`src/rtl/slot_timer_pkg.sv`:
```
// Package: shared constants and mode encoding for the slot timer.
// Assumes: included first in compile order.
package slot_timer_pkg;
    localparam int unsigned DEF_SLOTS = 2250;

    typedef enum logic {
        MODE_FREE = 1'b0,
        MODE_SYNC = 1'b1
    } sync_mode_e;
endpackage

```
`src/rtl/st_pps_sync.sv`:
```
// Module: brings the asynchronous reference pulse into the clock domain and
// emits a one-cycle pulse on its rising edge.
// Assumes: the pulse stays high for at least two clock cycles.
module st_pps_sync #(
    parameter int STAGES = 2
) (
    input  logic clk,
    input  logic rst_n,
    input  logic pps_in,
    output logic pps_rise
);
    logic [STAGES:0] chain;

    // Shift the reference through the synchroniser and one edge stage.
    always_ff @(posedge clk) begin
        if (!rst_n) chain <= '0;
        else        chain <= {chain[STAGES-1:0], pps_in};
    end

    assign pps_rise = chain[STAGES-1] & ~chain[STAGES];
endmodule

```
`src/rtl/st_counters.sv`:
```
// Module: cascaded sample-in-slot and slot-in-minute counters. In sync mode
// they are realigned by the reference; in free-run mode they are trimmed by
// host corrections.
// Assumes: sps >= 2, phase < sps, |adjust| < sps, configuration is changed
// only while in reset.
module st_counters
    import slot_timer_pkg::*;
#(
    parameter int SAMPLE_W = 16,
    parameter int SLOT_W   = 12
) (
    input  logic                clk,
    input  logic                rst_n,
    input  logic                tick,
    input  logic                sync_en,
    input  logic                pps_rise,
    input  logic [SAMPLE_W-1:0] sps,
    input  logic [SLOT_W-1:0]   slots,
    input  logic [SAMPLE_W-1:0] phase,
    input  logic                adj_wr,
    input  logic [SAMPLE_W-1:0] adj_val,
    output logic [SAMPLE_W-1:0] sample,
    output logic [SLOT_W-1:0]   slot
);
    localparam logic [SLOT_W-1:0] SLOTS_DEF = SLOT_W'(DEF_SLOTS);

    logic [SLOT_W-1:0]   slots_eff;
    logic [SLOT_W-1:0]   slots_m1;
    logic [SAMPLE_W-1:0] sps_m1;
    logic                wrap;
    logic                pps_pend;
    logic                load_phase;
    logic                adj_pend;
    logic [SAMPLE_W-1:0] adj_q;
    logic [SAMPLE_W-1:0] adj_tgt;
    sync_mode_e          mode;

    assign mode       = sync_mode_e'(sync_en);
    assign slots_eff  = (slots == '0) ? SLOTS_DEF : slots;
    assign slots_m1   = slots_eff - 1'b1;
    assign sps_m1     = sps - 1'b1;
    assign wrap       = (sample == sps_m1);
    assign load_phase = (mode == MODE_SYNC) && (pps_pend || pps_rise);
    assign adj_tgt    = adj_q[SAMPLE_W-1] ? (sps + adj_q) : adj_q;

    // Hold a reference edge until a tick can apply it.
    always_ff @(posedge clk) begin
        if (!rst_n)                 pps_pend <= 1'b0;
        else if (mode != MODE_SYNC) pps_pend <= 1'b0;
        else if (tick)              pps_pend <= 1'b0;
        else if (pps_rise)          pps_pend <= 1'b1;
    end

    // Hold a host correction until the next slot boundary (free-run only).
    always_ff @(posedge clk) begin
        if (!rst_n) begin
            adj_pend <= 1'b0;
            adj_q    <= '0;
        end else if (mode == MODE_SYNC) begin
            adj_pend <= 1'b0;
        end else if (adj_wr) begin
            adj_pend <= 1'b1;
            adj_q    <= adj_val;
        end else if (tick && wrap) begin
            adj_pend <= 1'b0;
        end
    end

    // Step the sample counter; the reference load has priority over a wrap.
    always_ff @(posedge clk) begin
        if (!rst_n) begin
            sample <= '0;
        end else if (tick) begin
            if (load_phase)    sample <= phase;
            else if (wrap)     sample <= adj_pend ? adj_tgt : '0;
            else               sample <= sample + 1'b1;
        end
    end

    // Step the slot counter on each sample wrap.
    always_ff @(posedge clk) begin
        if (!rst_n)            slot <= '0;
        else if (tick && wrap) slot <= (slot == slots_m1) ? '0 : slot + 1'b1;
    end

    // in free-run, a non-wrap tick advances the sample by one.
    p_free_step_r1: assert property (@(posedge clk) disable iff (!rst_n)
        (tick && !sync_en && sample != sps_m1) |=> sample == $past(sample) + 1'b1);

    // the sample stays inside the slot.
    p_sample_range_r1: assert property (@(posedge clk) disable iff (!rst_n)
        sample < sps);

    // the slot stays inside the minute.
    p_slot_range_r2: assert property (@(posedge clk) disable iff (!rst_n)
        slot < slots_eff);

    // without a tick nothing moves.
    p_hold_r3: assert property (@(posedge clk) disable iff (!rst_n)
        !tick |=> ($stable(sample) && $stable(slot)));

    // a synchronised edge met by a tick loads the phase.
    p_pps_load_r4: assert property (@(posedge clk) disable iff (!rst_n)
        (tick && sync_en && pps_rise) |=> sample == $past(phase));
endmodule

```
`src/rtl/st_capture.sv`:
```
// Module: latches the slot/sample time of a received message start and
// holds it until the host reads it; flags lost captures.
// Assumes: rx_start and cap_rd are one-cycle strobes.
module st_capture #(
    parameter int SAMPLE_W = 16,
    parameter int SLOT_W   = 12
) (
    input  logic                clk,
    input  logic                rst_n,
    input  logic                rx_start,
    input  logic                cap_rd,
    input  logic [SAMPLE_W-1:0] cur_sample,
    input  logic [SLOT_W-1:0]   cur_slot,
    output logic [SAMPLE_W-1:0] cap_sample,
    output logic [SLOT_W-1:0]   cap_slot,
    output logic                cap_valid,
    output logic                cap_overrun
);
    logic take;

    assign take = rx_start && (!cap_valid || cap_rd);

    // Latch the timestamp when the holding registers are free.
    always_ff @(posedge clk) begin
        if (!rst_n) begin
            cap_sample <= '0;
            cap_slot   <= '0;
        end else if (take) begin
            cap_sample <= cur_sample;
            cap_slot   <= cur_slot;
        end
    end

    // Track whether an unread capture is held.
    always_ff @(posedge clk) begin
        if (!rst_n)      cap_valid <= 1'b0;
        else if (take)   cap_valid <= 1'b1;
        else if (cap_rd) cap_valid <= 1'b0;
    end

    // Sticky loss flag, cleared by a host read.
    always_ff @(posedge clk) begin
        if (!rst_n)                      cap_overrun <= 1'b0;
        else if (cap_rd)                 cap_overrun <= 1'b0;
        else if (rx_start && cap_valid)  cap_overrun <= 1'b1;
    end

    // an unread capture does not change.
    p_cap_hold_r9: assert property (@(posedge clk) disable iff (!rst_n)
        (cap_valid && !cap_rd) |=> ($stable(cap_sample) && $stable(cap_slot) && cap_valid));

    // a capture arriving on a full holder sets the loss flag.
    p_overrun_r9: assert property (@(posedge clk) disable iff (!rst_n)
        (cap_valid && rx_start && !cap_rd) |=> cap_overrun);
endmodule

```
`src/rtl/st_tx_sched.sv`:
```
// Module: holds one scheduled transmit time and issues a one-cycle start
// strobe on the tick where the counters reach it.
// Assumes: a new write replaces any pending schedule.
module st_tx_sched #(
    parameter int SAMPLE_W = 16,
    parameter int SLOT_W   = 12
) (
    input  logic                clk,
    input  logic                rst_n,
    input  logic                tick,
    input  logic [SAMPLE_W-1:0] cur_sample,
    input  logic [SLOT_W-1:0]   cur_slot,
    input  logic                tx_wr,
    input  logic [SLOT_W-1:0]   tx_slot,
    input  logic [SAMPLE_W-1:0] tx_sample,
    output logic                tx_armed,
    output logic                tx_start
);
    logic [SLOT_W-1:0]   tgt_slot;
    logic [SAMPLE_W-1:0] tgt_sample;
    logic                hit;

    assign hit = (cur_slot == tgt_slot) && (cur_sample == tgt_sample);

    // Store the target, arm, and fire once on the matching tick.
    always_ff @(posedge clk) begin
        if (!rst_n) begin
            tgt_slot   <= '0;
            tgt_sample <= '0;
            tx_armed   <= 1'b0;
            tx_start   <= 1'b0;
        end else begin
            tx_start <= 1'b0;
            if (tx_wr) begin
                tgt_slot   <= tx_slot;
                tgt_sample <= tx_sample;
                tx_armed   <= 1'b1;
            end else if (tx_armed && tick && hit) begin
                tx_start <= 1'b1;
                tx_armed <= 1'b0;
            end
        end
    end

    // the strobe lasts a single cycle.
    p_tx_pulse_r10: assert property (@(posedge clk) disable iff (!rst_n)
        tx_start |=> !tx_start);

    // a strobe only follows an armed schedule, and disarms it.
    p_tx_armed_r11: assert property (@(posedge clk) disable iff (!rst_n)
        tx_start |-> ($past(tx_armed) && !tx_armed));
endmodule

```
`src/rtl/slot_timer.sv`:
```
// Module: top of the slot/sample timing block. It connects the reference
// synchroniser, the counters, the receive capture and the transmit scheduler.
// Assumes: all host inputs are synchronous strobes or static configuration.
module slot_timer #(
    parameter int SAMPLE_W    = 16,
    parameter int SLOT_W      = 12,
    parameter int SYNC_STAGES = 2
) (
    input  logic                clk,
    input  logic                rst_n,
    input  logic                tick,
    input  logic                pps_in,
    input  logic                sync_en,
    input  logic [SAMPLE_W-1:0] cfg_sps,
    input  logic [SLOT_W-1:0]   cfg_slots,
    input  logic [SAMPLE_W-1:0] cfg_pps_phase,
    input  logic                adj_wr,
    input  logic [SAMPLE_W-1:0] adj_val,
    input  logic                rx_start,
    input  logic                cap_rd,
    input  logic                tx_wr,
    input  logic [SLOT_W-1:0]   tx_slot,
    input  logic [SAMPLE_W-1:0] tx_sample,
    output logic [SAMPLE_W-1:0] cur_sample,
    output logic [SLOT_W-1:0]   cur_slot,
    output logic [SAMPLE_W-1:0] cap_sample,
    output logic [SLOT_W-1:0]   cap_slot,
    output logic                cap_valid,
    output logic                cap_overrun,
    output logic                tx_armed,
    output logic                tx_start
);
    logic pps_rise;

    st_pps_sync #(.STAGES(SYNC_STAGES)) u_sync (
        .clk(clk), .rst_n(rst_n), .pps_in(pps_in), .pps_rise(pps_rise)
    );

    st_counters #(.SAMPLE_W(SAMPLE_W), .SLOT_W(SLOT_W)) u_cnt (
        .clk(clk), .rst_n(rst_n), .tick(tick), .sync_en(sync_en),
        .pps_rise(pps_rise), .sps(cfg_sps), .slots(cfg_slots),
        .phase(cfg_pps_phase), .adj_wr(adj_wr), .adj_val(adj_val),
        .sample(cur_sample), .slot(cur_slot)
    );

    st_capture #(.SAMPLE_W(SAMPLE_W), .SLOT_W(SLOT_W)) u_cap (
        .clk(clk), .rst_n(rst_n), .rx_start(rx_start), .cap_rd(cap_rd),
        .cur_sample(cur_sample), .cur_slot(cur_slot),
        .cap_sample(cap_sample), .cap_slot(cap_slot),
        .cap_valid(cap_valid), .cap_overrun(cap_overrun)
    );

    st_tx_sched #(.SAMPLE_W(SAMPLE_W), .SLOT_W(SLOT_W)) u_tx (
        .clk(clk), .rst_n(rst_n), .tick(tick),
        .cur_sample(cur_sample), .cur_slot(cur_slot),
        .tx_wr(tx_wr), .tx_slot(tx_slot), .tx_sample(tx_sample),
        .tx_armed(tx_armed), .tx_start(tx_start)
    );

    // the outputs are zero in the first cycle after reset.
    p_reset_r12: assert property (@(posedge clk)
        !rst_n |=> (cur_sample == '0 && cur_slot == '0 && !cap_valid && !tx_armed && !tx_start));
endmodule

```
`config.mk`:
```
export PLATFORM = sky130hd
export DESIGN_NAME = slot_timer
export DESIGN_NICKNAME = d
export VERILOG_FILES = /design/src/rtl/slot_timer_pkg.sv /design/src/rtl/st_pps_sync.sv /design/src/rtl/st_counters.sv /design/src/rtl/st_capture.sv /design/src/rtl/st_tx_sched.sv /design/src/rtl/slot_timer.sv
export SDC_FILE = /design/constraint.sdc
export NUM_CORES = 1
export LEC_CHECK = 0
export ABC_AREA = 1
export BUFFER_PORTS_ARGS = -buffer_cell sky130_fd_sc_hd__buf_4
export CAP_MARGIN = 20
export CELL_PAD_IN_SITES_DETAIL_PLACEMENT = 1
export CELL_PAD_IN_SITES_GLOBAL_PLACEMENT = 1
export CORE_MARGIN = 1.5
export CORE_UTILIZATION = 41
export DETAILED_ROUTE_END_ITERATION = 7
export HOLD_SLACK_MARGIN = 0.03
export PLACE_DENSITY = 0.91
export SLEW_MARGIN = 25
export SYNTH_ARGS = -nofsm -noshare
export SYNTH_HDL_FRONTEND = slang
export SYNTH_SLANG_ARGS = --single-unit
```
`constraint.sdc`:
```
create_clock -name clk -period 3.7 [get_ports clk]
set_input_delay 0.37 -clock clk [delete_from_list [all_inputs] [get_ports clk]]
set_output_delay 0.37 -clock clk [all_outputs]
set_load 0.01 [all_outputs]
```
==> After elaboration in Yosys (flattened, before gate mapping) <==
Index checks and enable logic that the tools add are counted.
{ "totals": {"output_inout_bits": 60, "wordCells": 59, "in_bits": 97, "ff_bits": 109} }
{ "op_classes": {"n_reduce_logical": 19, "n_eq_ne": 4, "muxes": 13, "add_sub_neg": 5, "bitwise": 4} }
{ "ops": {"columns": ["cell", "count"], "rows": [
  ["two-way mux 16 bit", 4],
  ["equality test 16 bit", 2],
  ["equality test 12 bit", 2],
  ["two-way mux 12 bit", 2],
  ["adder 16 x 1 -> 16 bit (second input constant)", 1],
  ["adder 16 bit", 1],
  ["subtractor 16 x 1 -> 16 bit (second input constant)", 1],
  ["adder 12 x 1 -> 12 bit (second input constant)", 1],
  ["logical NOT 12 bit", 1],
  ["subtractor 12 x 1 -> 12 bit (second input constant)", 1],
  ["logical AND 1 bit", 7],
  ["two-way mux 1 bit", 7],
  ["nonzero test 2 bit", 3],
  ["OR reduction 2 bit", 3],
  ["inverter 1 bit", 3],
  ["OR reduction 3 bit", 1],
  ["logical OR 1 bit", 2],
  ["AND reduction 2 bit", 1],
  ["bitwise AND 1 bit", 1],
  ["logical NOT 1 bit", 1]
]} }

==> Depth between registers and ports, before layout <==
{ "logic_depth": {"depth_word": 5, "depth_mapped": 19, "mapped_depth_nobuf": 19} }

==> Cells and area by module <==
A second synthesis with hierarchy kept.
{ "hier_totals": {"cells_unflattened": 1236, "area_unflattened_um2": 7547.2} }
{ "modules_own_cells": {"columns": ["mod", "cells_per_inst", "seq_area_each_um2", "area_per_inst_um2", "n_inst"], "rows": [
  ["st_counters", 740, 920.9, 4433.0, 1],
  ["st_tx_sched", 293, 600.6, 1687.9, 1],
  ["st_capture", 192, 600.6, 1333.8, 1],
  ["st_pps_sync", 11, 60.1, 92.6, 1]
]} }

==> Worst setup path after synthesis <==
Ideal clock, no wire load.
{ "synth_timing": {"kind": "input -> register", "start": "input port cfg_slots[4]", "end": "register u_cnt.slot[10]", "arrival_time_ns": 2.333, "required_ns": 3.577, "setup_time_ns": 0.123, "stages": 13, "path_slack_ns": 1.243, "path_buffers": 0, "path_cell_list": "or2_1 nor2_2 a21oi_1 ha_1 xnor2_1 nor2_1 nor3_1 a21boi_1 nand2_1 nor2_1 nand3_1 o21ai_4 nor2_1"} }
{ "synth_between": {"elab_chain_cells": 5} }
{ "synth_rtl": {"columns": ["element", "line", "rtl"], "rows": [
  ["start: declaration", "slot_timer.sv:15", "input logic [SLOT_W-1:0] cfg_slots,"],
  ["logical NOT 12 bit", "st_counters.sv:39", "assign slots_eff = (slots == '0) ? SLOTS_DEF : slots;"],
  ["two-way mux 12 bit *", "st_counters.sv:39", null],
  ["subtractor 12 x 1 -> 12 bit *", "st_counters.sv:40", "assign slots_m1 = slots_eff - 1'b1;"],
  ["equality test 12 bit *", "st_counters.sv:83", "else if (tick && wrap) slot <= (slot == slots_m1) ? '0 : slot + 1'b1;"],
  ["two-way mux 12 bit *", "st_counters.sv:83", null],
  ["end signal: assignment", "st_counters.sv:83", null],
  ["end: declaration", "st_counters.sv:23", "output logic [SLOT_W-1:0] slot"]
]} }
Every way passes the cells marked *; elsewhere a longest branch is shown, timed or not.
A chain may end at the register's enable or synchronous reset.

==> Worst setup path after layout <==
{ "layout_timing": {"start": "input port cfg_slots[8]", "end": "register u_cnt.slot[2]"} }
Same word-level chain as after synthesis.

==> impl_results.md <==
* Yosys top cell by area: dfxtp_1
* Synth top area cells: dfxtp_1 (30%), nand2_1 (12%), nor2_1 (8.1%), o21ai_0 (7.9%), inv_1 (6.5%)
* Final period utilization at 71.2%
* Switching pwr at 926 uW
* Detailed Place HPWL at 22,200 um
* Sw Share at 31.9%
* Layout fillers at 2,360
* Slowest stage cell, crit path: o21ai_4
* Site Rows at 48
* Result of the run: finished clean
* Via density at 5.59
* Final WS setup at 1070 ps
* Clock power share at 33.3%
* CTS tree: built
* Tot GR Track Use at 30.7%
* Worst slew margin at 54.5%
* Post-Place Worst Slack at 742 ps
* Total wire length at 28,200 um
* Mean post-synth cell area at 6.44 um^2
* Cell area after placement at 8660 um^2
* Top-area cell type share of the netlist area at 29.8%
* Initial antenna violation count at 0
* # port buffers at 156
* Initial drt markers at 578
* Root Buffer: clkbuf_16
* Hold Vio Cnt, Final at 0
* Fmax at 380 MHz
* Final setup violation count at 0
* Peak per-stage delay on the critical path at 340 ps
* Worst skew pair latency at 370 ps
* Critical path type: input port to register
* Most common cell in the netlist: nand2_1
* Synth Net Count at 1,253
* Worst VDD drop at 0.250 mV
* Startpoint Class: input port
* Initial Util at 42.2%
* Hold Buf Count CTS at 0
* 1st-pass router iterations at 7
* Post-synth EDFFs at 0
* Leakage at 4.28 nW
* Post-route ant nets at 0
* Number of library cell types mapped by synthesis at 49
* Tot Pwr at 2.90 mW
* Main flop type after synthesis: dfxtp_1
* DRC Markers at 0
* CP Cell Sequence: buf_4 -> nor2_2 -> inv_2 -> nor2_2 -> nand2_2 -> inv_1 -> a21oi_1 -> ha_1 -> xnor2_1 -> nor2_1 -> nor3_1 -> a21boi_1 -> nand2_1 -> nor2_1 -> nand3_1 -> o21ai_4 -> nor2_1
* Int Pwr at 1.98 mW
* RePlAce Congestion at 0.916
* Hold Path Class: input port to register
* Seq/Total Area, Yosys at 29.8%
* CTS Buf Count at 9
* Nets@finish at 1,389
* Commonest cells in the netlist: nand2_1 (232), nor2_1 (158), inv_1 (126)
* Die height at 137 um
* YS warnings at 0
* Wire per inst at 18.8 um
* Sequential power share at 44.8%
* Core Footprint at 17,400 um^2
* Gate power share at 21.9%
* Vias at 8,385
* Post-CTS resize count at 0
* Die W at 137 um
* RSZ-0062 raised after global routing: false
* Vias in the first global route at 8,384
* Fin area at 8950 um^2
* Clk buf depth at 2
* Full die area at 18,700 um^2
* Pin count of the biggest net entering global routing at 52
* Synthesized area at 7320 um^2
* CP most frequent cell: nor2_1
* Area Overhead vs Synth at 22.3%
* Mapped Cells at 1,136
* Cell area power density at 324 nW/um^2
* # clock sinks at 109
* Slew Limit Fails at 0
* Async set or reset register ratio after synthesis at 0%
* H-tree depth at 3
* Setup Skew at 7.82 ps
* Hold_ws at 190 ps
* Layout cells sized above 1 at 16.9%
* Crit-path max FO at 10
* # IOs at 157
* Critical path arrival at 2880 ps
* CP Capture Type: register
* Fin crit period at 2630 ps
* Max cap viols at 0
* Yosys reg bits at 109
* Crit path required time at 3940 ps
* # diodes at 0
* Setup TNS at 0 ps
* Transition time of the tightest slew-check pin at 677 ps
* Reg clk slew, reported paths at 70 ps
* First-pass GRT wire length at 43,800 um
* Total grt overflow at 0
* Post-CTS Setup Bufs at 0
## state kept, by name, indices dropped and copies added (netlist names), 3 cells and up
register          flops
u_cap.cap_sample     16
u_cnt.adj_q          16
u_cnt.sample         16
u_tx.tgt_sample      16
u_cap.cap_slot       12
u_cnt.slot           12
u_tx.tgt_slot        12
u_sync.chain          3
## critical path: cells and delay by family
kind | cells | cell delay, ps
compound gates | 3 | 610
xor+xnor | 1 | 240
fa+ha+maj | 1 | 260
simple gates | 9 | 1090
buf+inv | 3 | 300
## stage by stage
step | cells | utilization (%)
2_1_floorplan | 1136 | -
3_3_place_gp | 1486 | 49.9
3_5_place_dp | 1486 | 49.9
4_1_cts | 1501 | 51.5
5_1_grt | 1501 | 51.5
6_report | 1501 | 51.5
## kinds of logic (layout without fill, tap and decap cells)
logic type               Yosys count  count (layout)  share of synthesized area [%]
AO/OA/AOI/OAI                    234             234                           17.4
multiplexers                       1               1                          0.137
buffers and inverters            172             312                           9.17
AND/OR/NAND/NOR                  539             539                           32.1
XOR/XNOR                          61              61                           7.78
flip-flops                       109             109                           29.8
adder cells (fa/ha/maj)           20              20                           3.52
## per-layer routing
layer  vias up  part of all wire [%]  GRT usage, %  wire length (um)
li1       3980                     -             -                 -
met1      3974                    45          40.5             12600
met2       351                    45          50.1             12700
met3        80                   7.0          5.07              1970
met4         0                   3.3          11.6               945
met5         -                     0             0                 0
## power groups by stage
stage	Clock, mW	Combinational, mW	Sequential (mW)
finish	0.968	0.635	1.30
detailed placement	0	0.623	1.32
global route	1.03	0.703	1.30
floorplan	0	0.357	1.31
global placement	0	0.602	1.32
CTS	0.980	0.629	1.30
## layout by cell type, fill, tap and decap left out, types with 4 or more instances in the layout
cell and count:
o211ai_1 7, ha_1 19, o21ai_0 115, o2111ai_1 4, xnor2_1 23, o21ai_1 7
clkbuf_16 9, buf_4 165, nor2_1 158, a21oi_1 72, xor2_1 35, a31oi_1 5
a21o_1 5, nand3b_1 5, nand2_1 232, nor3_1 18, nand3_1 69, nand2_2 8
nor2_2 11, nand4_1 22, clkinv_4 4, inv_1 126, o22ai_1 8, dfxtp_1 109
## path summary, 6_finish.rpt
| path | startpoint | endpoint | slack (ps) | cells past startpoint |
|---|---|---|---|---|
| worst max-delay path | cfg_slots[8] | u_cnt.slot[2] | 1070 | 17 |
| worst max register to register | u_cnt.sample[1] | u_cnt.sample[15] | 1080 | 12 |
| worst min register to register | u_sync.chain[0] | u_sync.chain[1] | 440 | 2 |
| worst min-delay path | cap_rd | u_cap.cap_overrun | 190 | 2 |
## area by class of cell
type	count	area (um^2)	area share (%)
Sequential cell	109	2180	24.4
Multi-Input combinational cell	855	4460	49.9
Clock inverter	5	46.3	0.517
Timing Repair Buffer	165	1240	13.8
Tap cell	225	282	3.15
Clock buffer	10	239	2.67
Inverter	132	495	5.54
Note: power is estimated with default switching activity, not from simulation.
